`src/rtl/chain_rd_pkg.sv`:
```
package chain_rd_pkg;

  typedef enum logic [2:0] {
    ST_IDLE  = 3'd0,
    ST_CAP   = 3'd1,
    ST_GAP1  = 3'd2,
    ST_LOAD  = 3'd3,
    ST_GAP2  = 3'd4,
    ST_SHIFT = 3'd5
  } rd_state_t;

  // Half of the shift period in system cycles, never below one.
  function automatic logic [15:0] half_of(input logic [15:0] div);
    logic [15:0] h;
    h = div >> 1;
    if (h == 16'd0) h = 16'd1;
    return h;
  endfunction

endpackage

```
`src/rtl/chain_rd_tick.sv`:
```
module chain_rd_tick #(
  parameter int DIV_W = 8
) (
  input  logic             clk,
  input  logic             rst,
  input  logic             run_i,
  input  logic [DIV_W-1:0] half_i,
  output logic             tick_o
);

  logic [DIV_W-1:0] cnt_q;
  logic             wrap;

  assign wrap   = (cnt_q == half_i - 1'b1);
  assign tick_o = run_i && wrap;

  always_ff @(posedge clk) begin
    if (rst || !run_i) begin
      cnt_q <= '0;
    end else if (wrap) begin
      cnt_q <= '0;
    end else begin
      cnt_q <= cnt_q + 1'b1;
    end
  end

endmodule

```
`src/rtl/chain_rd_seq.sv`:
```
module chain_rd_seq
  import chain_rd_pkg::*;
#(
  parameter int BITS  = 80,
  parameter int CNT_W = $clog2(BITS)
) (
  input  logic clk,
  input  logic rst,
  input  logic start_i,
  input  logic tick_i,
  output logic run_o,
  output logic cap_o,
  output logic load_n_o,
  output logic sclk_o,
  output logic sample_o,
  output logic fin_o
);

  localparam logic [CNT_W-1:0] LAST_BIT = CNT_W'(BITS - 1);

  rd_state_t        state_q;
  logic             half_q;
  logic [CNT_W-1:0] bit_q;
  logic             period_end;

  assign period_end = tick_i && half_q;
  assign sample_o   = (state_q == ST_SHIFT) && tick_i && !sclk_o;
  assign fin_o      = (state_q == ST_SHIFT) && tick_i && sclk_o && (bit_q == LAST_BIT);

  always_ff @(posedge clk) begin
    if (rst) begin
      state_q  <= ST_IDLE;
      half_q   <= 1'b0;
      bit_q    <= '0;
      run_o    <= 1'b0;
      cap_o    <= 1'b0;
      load_n_o <= 1'b1;
      sclk_o   <= 1'b0;
    end else begin
      if (tick_i && state_q != ST_SHIFT) begin
        half_q <= !half_q;
      end
      case (state_q)
        ST_IDLE: begin
          if (start_i) begin
            state_q <= ST_CAP;
            run_o   <= 1'b1;
            cap_o   <= 1'b1;
            half_q  <= 1'b0;
            bit_q   <= '0;
          end
        end
        ST_CAP: begin
          if (period_end) begin
            cap_o   <= 1'b0;
            state_q <= ST_GAP1;
          end
        end
        ST_GAP1: begin
          if (period_end) begin
            load_n_o <= 1'b0;
            state_q  <= ST_LOAD;
          end
        end
        ST_LOAD: begin
          if (period_end) begin
            load_n_o <= 1'b1;
            state_q  <= ST_GAP2;
          end
        end
        ST_GAP2: begin
          if (period_end) begin
            state_q <= ST_SHIFT;
          end
        end
        ST_SHIFT: begin
          if (tick_i) begin
            if (!sclk_o) begin
              sclk_o <= 1'b1;
            end else begin
              sclk_o <= 1'b0;
              if (bit_q == LAST_BIT) begin
                state_q <= ST_IDLE;
                run_o   <= 1'b0;
              end else begin
                bit_q <= bit_q + 1'b1;
              end
            end
          end
        end
        default: state_q <= ST_IDLE;
      endcase
    end
  end

endmodule

```
`src/rtl/chain_rd_shreg.sv`:
```
module chain_rd_shreg #(
  parameter int NUM_STAGES = 10,
  parameter int STAGE_W    = 8,
  parameter int RES_W      = NUM_STAGES * STAGE_W
) (
  input  logic             clk,
  input  logic             rst,
  input  logic             clr_i,
  input  logic             shift_i,
  input  logic             sdi_i,
  output logic [RES_W-1:0] data_o
);

  // One register per stage; the serial stream enters at the low stage
  // and each stage's top bit carries into the stage above it.
  logic [NUM_STAGES-1:0][STAGE_W-1:0] stg_q;
  logic [NUM_STAGES:0]                carry;

  assign carry[0] = sdi_i;

  for (genvar k = 0; k < NUM_STAGES; k++) begin : g_stage
    assign carry[k+1] = stg_q[k][STAGE_W-1];
    always_ff @(posedge clk) begin
      if (rst || clr_i) begin
        stg_q[k] <= '0;
      end else if (shift_i) begin
        stg_q[k] <= {stg_q[k][STAGE_W-2:0], carry[k]};
      end
    end
  end

  assign data_o = stg_q;

endmodule

```
`src/rtl/chain_reader.sv`:
```
module chain_reader
  import chain_rd_pkg::*;
#(
  parameter int NUM_STAGES = 10,
  parameter int STAGE_W    = 8,
  parameter int DIV_W      = 8
) (
  input  logic                          clk,
  input  logic                          rst,
  input  logic                          start_i,
  input  logic [DIV_W-1:0]              div_i,
  input  logic                          sdi_i,
  output logic                          cap_o,
  output logic                          load_n_o,
  output logic                          sclk_o,
  output logic [NUM_STAGES*STAGE_W-1:0] result_o,
  output logic                          done_o
);

  localparam int RES_W = NUM_STAGES * STAGE_W;

  logic             run;
  logic             tick;
  logic             sample;
  logic             fin;
  logic             accept;
  logic [DIV_W-1:0] half_q;
  logic [RES_W-1:0] assembled;

  assign accept = start_i && !run;

  always_ff @(posedge clk) begin
    if (rst) begin
      half_q <= DIV_W'(1);
    end else if (accept) begin
      half_q <= DIV_W'(half_of(16'(div_i)));
    end
  end

  chain_rd_tick #(.DIV_W(DIV_W)) tick_i (
    .clk    (clk),
    .rst    (rst),
    .run_i  (run),
    .half_i (half_q),
    .tick_o (tick)
  );

  chain_rd_seq #(.BITS(RES_W)) seq_i (
    .clk      (clk),
    .rst      (rst),
    .start_i  (start_i),
    .tick_i   (tick),
    .run_o    (run),
    .cap_o    (cap_o),
    .load_n_o (load_n_o),
    .sclk_o   (sclk_o),
    .sample_o (sample),
    .fin_o    (fin)
  );

  chain_rd_shreg #(.NUM_STAGES(NUM_STAGES), .STAGE_W(STAGE_W)) shreg_i (
    .clk     (clk),
    .rst     (rst),
    .clr_i   (accept),
    .shift_i (sample),
    .sdi_i   (sdi_i),
    .data_o  (assembled)
  );

  always_ff @(posedge clk) begin
    if (rst) begin
      result_o <= '0;
      done_o   <= 1'b0;
    end else begin
      done_o <= fin;
      if (fin) begin
        result_o <= assembled;
      end
    end
  end

endmodule

```
`config.mk`:
```
export PLATFORM = sky130hd
export DESIGN_NAME = chain_reader
export DESIGN_NICKNAME = d
export VERILOG_FILES = /design/src/rtl/chain_rd_pkg.sv /design/src/rtl/chain_rd_tick.sv /design/src/rtl/chain_rd_seq.sv /design/src/rtl/chain_rd_shreg.sv /design/src/rtl/chain_reader.sv
export SDC_FILE = /design/constraint.sdc
export NUM_CORES = 1
export LEC_CHECK = 0
export ABC_AREA = 1
export CORE_UTILIZATION = 52
export CTS_CLUSTER_SIZE = 16
export DETAILED_ROUTE_END_ITERATION = 7
export PLACE_DENSITY = 0.75
export SYNTH_ARGS = -nofsm -noshare
export SYNTH_HDL_FRONTEND = slang
export SYNTH_SLANG_ARGS = --single-unit
```
`constraint.sdc`:
```
create_clock -name clk -period 2.77 [get_ports clk]
set_input_delay 0.4155 -clock clk [delete_from_list [all_inputs] [get_ports clk]]
set_output_delay 0.4155 -clock clk [all_outputs]
set_load 0.01 [all_outputs]
```
==> flow_summary_export.csv <==
group,metric,value,unit
timing,fin_skew,0.00984,ns
setup_path,worstReg2RegStart,"half_q[0]$_SDFFE_PP1P_",
setup_path,worst_path_most_repeated_cell,"nand2_1",
setup_path,worstPathMaxFanout,130,
power,p_leak,3.42,nW
clock_network,cts_tree,"done",
power,switching_power,1.60,mW
setup_path,slowest_stage,"nor3_2",
timing,slew_viol_final,0,
floorplan,die_h,125,um
floorplan,initial_utilization,53.8,%
synthesis,synth_nets,971,
power,p_seq_share,47.8,%
timing,layout_min_cycle_time,2.46,ns
synthesis,ys_seq_area_share,48.4,%
layout,layout_commonest_cell,"inv_1",
setup_path,end_kind,"register",
floorplan,die-width,125,um
clock_network,h-tree-depth,4,
timing,rsz0062_at_grt,"no",
layout,syn2layout_area_growth,20.3,%
clock_network,cts-buffers-inserted,17,
routing,finalWirelength,14700,um
routing,dr.max_layer_used,"met4",
routing,wl_per_cell,12.0,um
routing,wl_met3,652,um
layout,layout.nets,1041,
clock_network,clk_latency,0.42,ns
clock_network,clk_pin_slew,0.07,ns
placement,post-dp-hpwl,9280,um
synthesis,synth_warnings,0,
grt,grt_overflow,0,
layout,n_fill_cell,1270,
grt,antenna_found_initial,0,
setup_path,cpPeakStageDelay,0.40,ns
routing,dr.pass1.iters,7,
timing,timing.fmax,406,MHz
hold_path,hold_end,"done_o$_SDFF_PP0_",
floorplan,core_area,0.0147,mm2
power,p_comb_share,12.0,%
floorplan,rows,44,
timing,hold_viol_final,0,
routing,drcViolationCount,7,
synthesis,yosys.cell_types.count,30,
grt,grt_max_degree,131,
clock_network,cts.sinks,191,
setup_path,ff2ff_setup_slack,0.31,ns
setup_path,cp-start-kind,"register",
run_status,outcome,"complete, but fails checks",
setup_path,worst_r2r_path_depth,13,
synthesis,synth_area_per_cell,8.26,um2
power,power_density,630,mW/mm2
power,sw_frac_of_total,26.8,%
floorplan,ios,96,
timing,tightest_slew,0.625,ns
run_status,violations,"design-rule violations",
setup_path,arrival,2.75,ns
layout,antenna-diode-count,0,
timing,slew_headroom,58.3,%
hold_path,whs_path_depth,2,
power,internal_power,4.39,mW
hold_path,hold_class,"in -> reg",
power,clkPwrFrac,40.1,%
setup_path,cp_data_required_time,3.06,ns
timing,setup-violations-final,0,
setup_path,path_cells,"inv_2 -> ha_1 -> nand2_1 -> nand2_1 -> nand2_1 -> nand2_1 -> nor2_1 -> nand3_1 -> nor3_2 -> nand2_4 -> buf_12 -> o21ai_0 -> a21oi_1",
timing,timing.final.ws_setup,0.306,ns
placement,place.gp.congestion,0.826,
grt,grt_pass1_wl,25900,um
clock_network,clock_path_buffers,2,
routing,drtAntennaViolNets,0,
layout,layout_common_cells,"inv_1, dfxtp_1, nor2_1, clkdlybuf4s50_1, a21oi_1",
timing,tns,0,ns
routing,wl_met1,6920,um
synthesis,ys_ff_latch,191,
clock_network,cts_hold_buf,0,
synthesis,synth_area,0.00790,mm2
setup_path,reg2reg_to,"shreg_i.data_o[8]$_SDFFE_PP0P_",
routing,vias_per_cell,4.91,
timing,fin_crit_sh,88.9,%
synthesis,synth_cells,956,
hold_path,hold_path_startpoint,"rst",
clock_network,post_cts_resized,0,
placement,place.port_buffers,94,
job,maxCapViolations,0,
routing,initialDrtViolationCount,434,
placement,post-place-ws,0.342,ns
floorplan,die_area,0.0157,mm2
routing,route.vias.total,6008,
power,max-vdd-ir-drop,0.470,mV
routing,dr_wl_met2,7040,um
grt,grt_pass1_vias,5738,
setup_path,criticalPathCategory,"reg -> reg",
clock_network,clock-root-buffer,"clkbuf_16",
grt,grt_usage,20.1,%
layout,drive_gt1_share,13.3,%
clock_network,cts_setup_buffers,0,
## power groups by stage
| stage | Clock, mW | Sequential (mW) | Combinational (mW) |
|---|---|---|---|
| after floorplan | 0 | 2.92 | 0.537 |
| after global placement | 0 | 2.93 | 0.708 |
| after detailed placement | 0 | 2.93 | 0.721 |
| after CTS | 2.48 | 2.87 | 0.725 |
| after global routing | 2.58 | 2.88 | 0.847 |
| final | 2.40 | 2.87 | 0.720 |
## logic make-up after synthesis
| family | count (synthesis) | share of synthesized area (%) |
|---|---|---|
| AO/OA/AOI/OAI | 266 | 24.6 |
| buffers and inverters | 253 | 13.2 |
| AND/OR/NAND/NOR | 235 | 12.5 |
| flip-flops | 191 | 48.4 |
| XOR/XNOR | 8 | 0.887 |
| adder cells (fa/ha/maj) | 3 | 0.475 |
## final cells by class
cell class	instances	area (um2)	area share, %
sequential	191	3820	40.2
multi-input combinational	512	3060	32.2
timing repair buffer	104	1050	11.1
inverter	200	751	7.90
clock buffer	17	425	4.47
tap	184	230	2.42
clock inverter	15	163	1.71
## registers in the layout (all words and copies together) (netlist names)
| name | count |
|---|---|
| seq_i.state_q | 3 |
| tick_i.cnt_q | 8 |
| result_o | 80 |
| done_o | 1 |
| seq_i.half_q | 1 |
| seq_i.cap_o | 1 |
| seq_i.bit_q | 7 |
| half_q | 7 |
| seq_i.load_n_o | 1 |
| shreg_i.data_o | 80 |
| seq_i.run_o | 1 |
| seq_i.sclk_o | 1 |
## per-layer routing
metal	vias to the layer above	GRT usage [%]
met4	0	6.03
met1	2723	24.8
met3	6	6.03
met2	78	33.8
met5	-	0
li1	3201	-
## synthesized netlist by cell type, drive strengths merged
master / n / area (um2)
nor4: 2 / 18.8
inv: 200 / 751
buf: 20 / 165
nor3: 6 / 46.3
nor2: 121 / 457
o211ai: 1 / 7.51
a22oi: 1 / 7.51
clkbuf: 33 / 124
a21oi: 91 / 455
nand2: 76 / 290
xor2: 8 / 70.1
nand3b: 3 / 22.5
o21ai: 90 / 450
nand3: 14 / 70.1
dfxtp: 191 / 3820
a211oi: 81 / 1010
nand4: 11 / 68.8
nor3b: 2 / 15.0
o22ai: 2 / 12.5
ha: 3 / 37.5
## worst max-delay path, delay by kind of cell, from the launching register on
family | cells | cell delay [ns]
flip-flops | 1 | 0.38
AND/OR/NAND/NOR | 8 | 1.04
buffers and inverters | 2 | 0.32
AO/OA/AOI/OAI | 2 | 0.32
adder cells (fa/ha/maj) | 1 | 0.23
## metrics by stage
step	instance area [um2]	power (mW)	utilization (%)	cells	hold slack, ns
6_report	9510	5.99	64.7	1223	0.328
5_1_grt	9510	6.30	64.7	1223	0.318
4_1_cts	9510	6.07	64.7	1223	0.307
3_5_place_dp	8920	3.65	60.7	1191	0.449
3_3_place_gp	8920	3.64	60.7	1191	0.445
2_1_floorplan	7900	3.45	-	956	0.424
## how the worst max path moves through the flow
stage,slack (ns),from,to
after detailed placement,0.34,half_q[0]$_SDFFE_PP1P_,result_o[70]$_SDFFE_PP0P_
after global routing,0.03,seq_i.bit_q[0]$_SDFFE_PP0P_,result_o[64]$_SDFFE_PP0P_
after CTS,0.29,half_q[0]$_SDFFE_PP1P_,result_o[25]$_SDFFE_PP0P_
final,0.31,half_q[0]$_SDFFE_PP1P_,shreg_i.data_o[8]$_SDFFE_PP0P_
after floorplan,0.82,half_q[0]$_SDFFE_PP1P_,result_o[60]$_SDFFE_PP0P_
after global placement,0.38,half_q[0]$_SDFFE_PP1P_,result_o[67]$_SDFFE_PP0P_
Power figures use the tool's default switching activity.
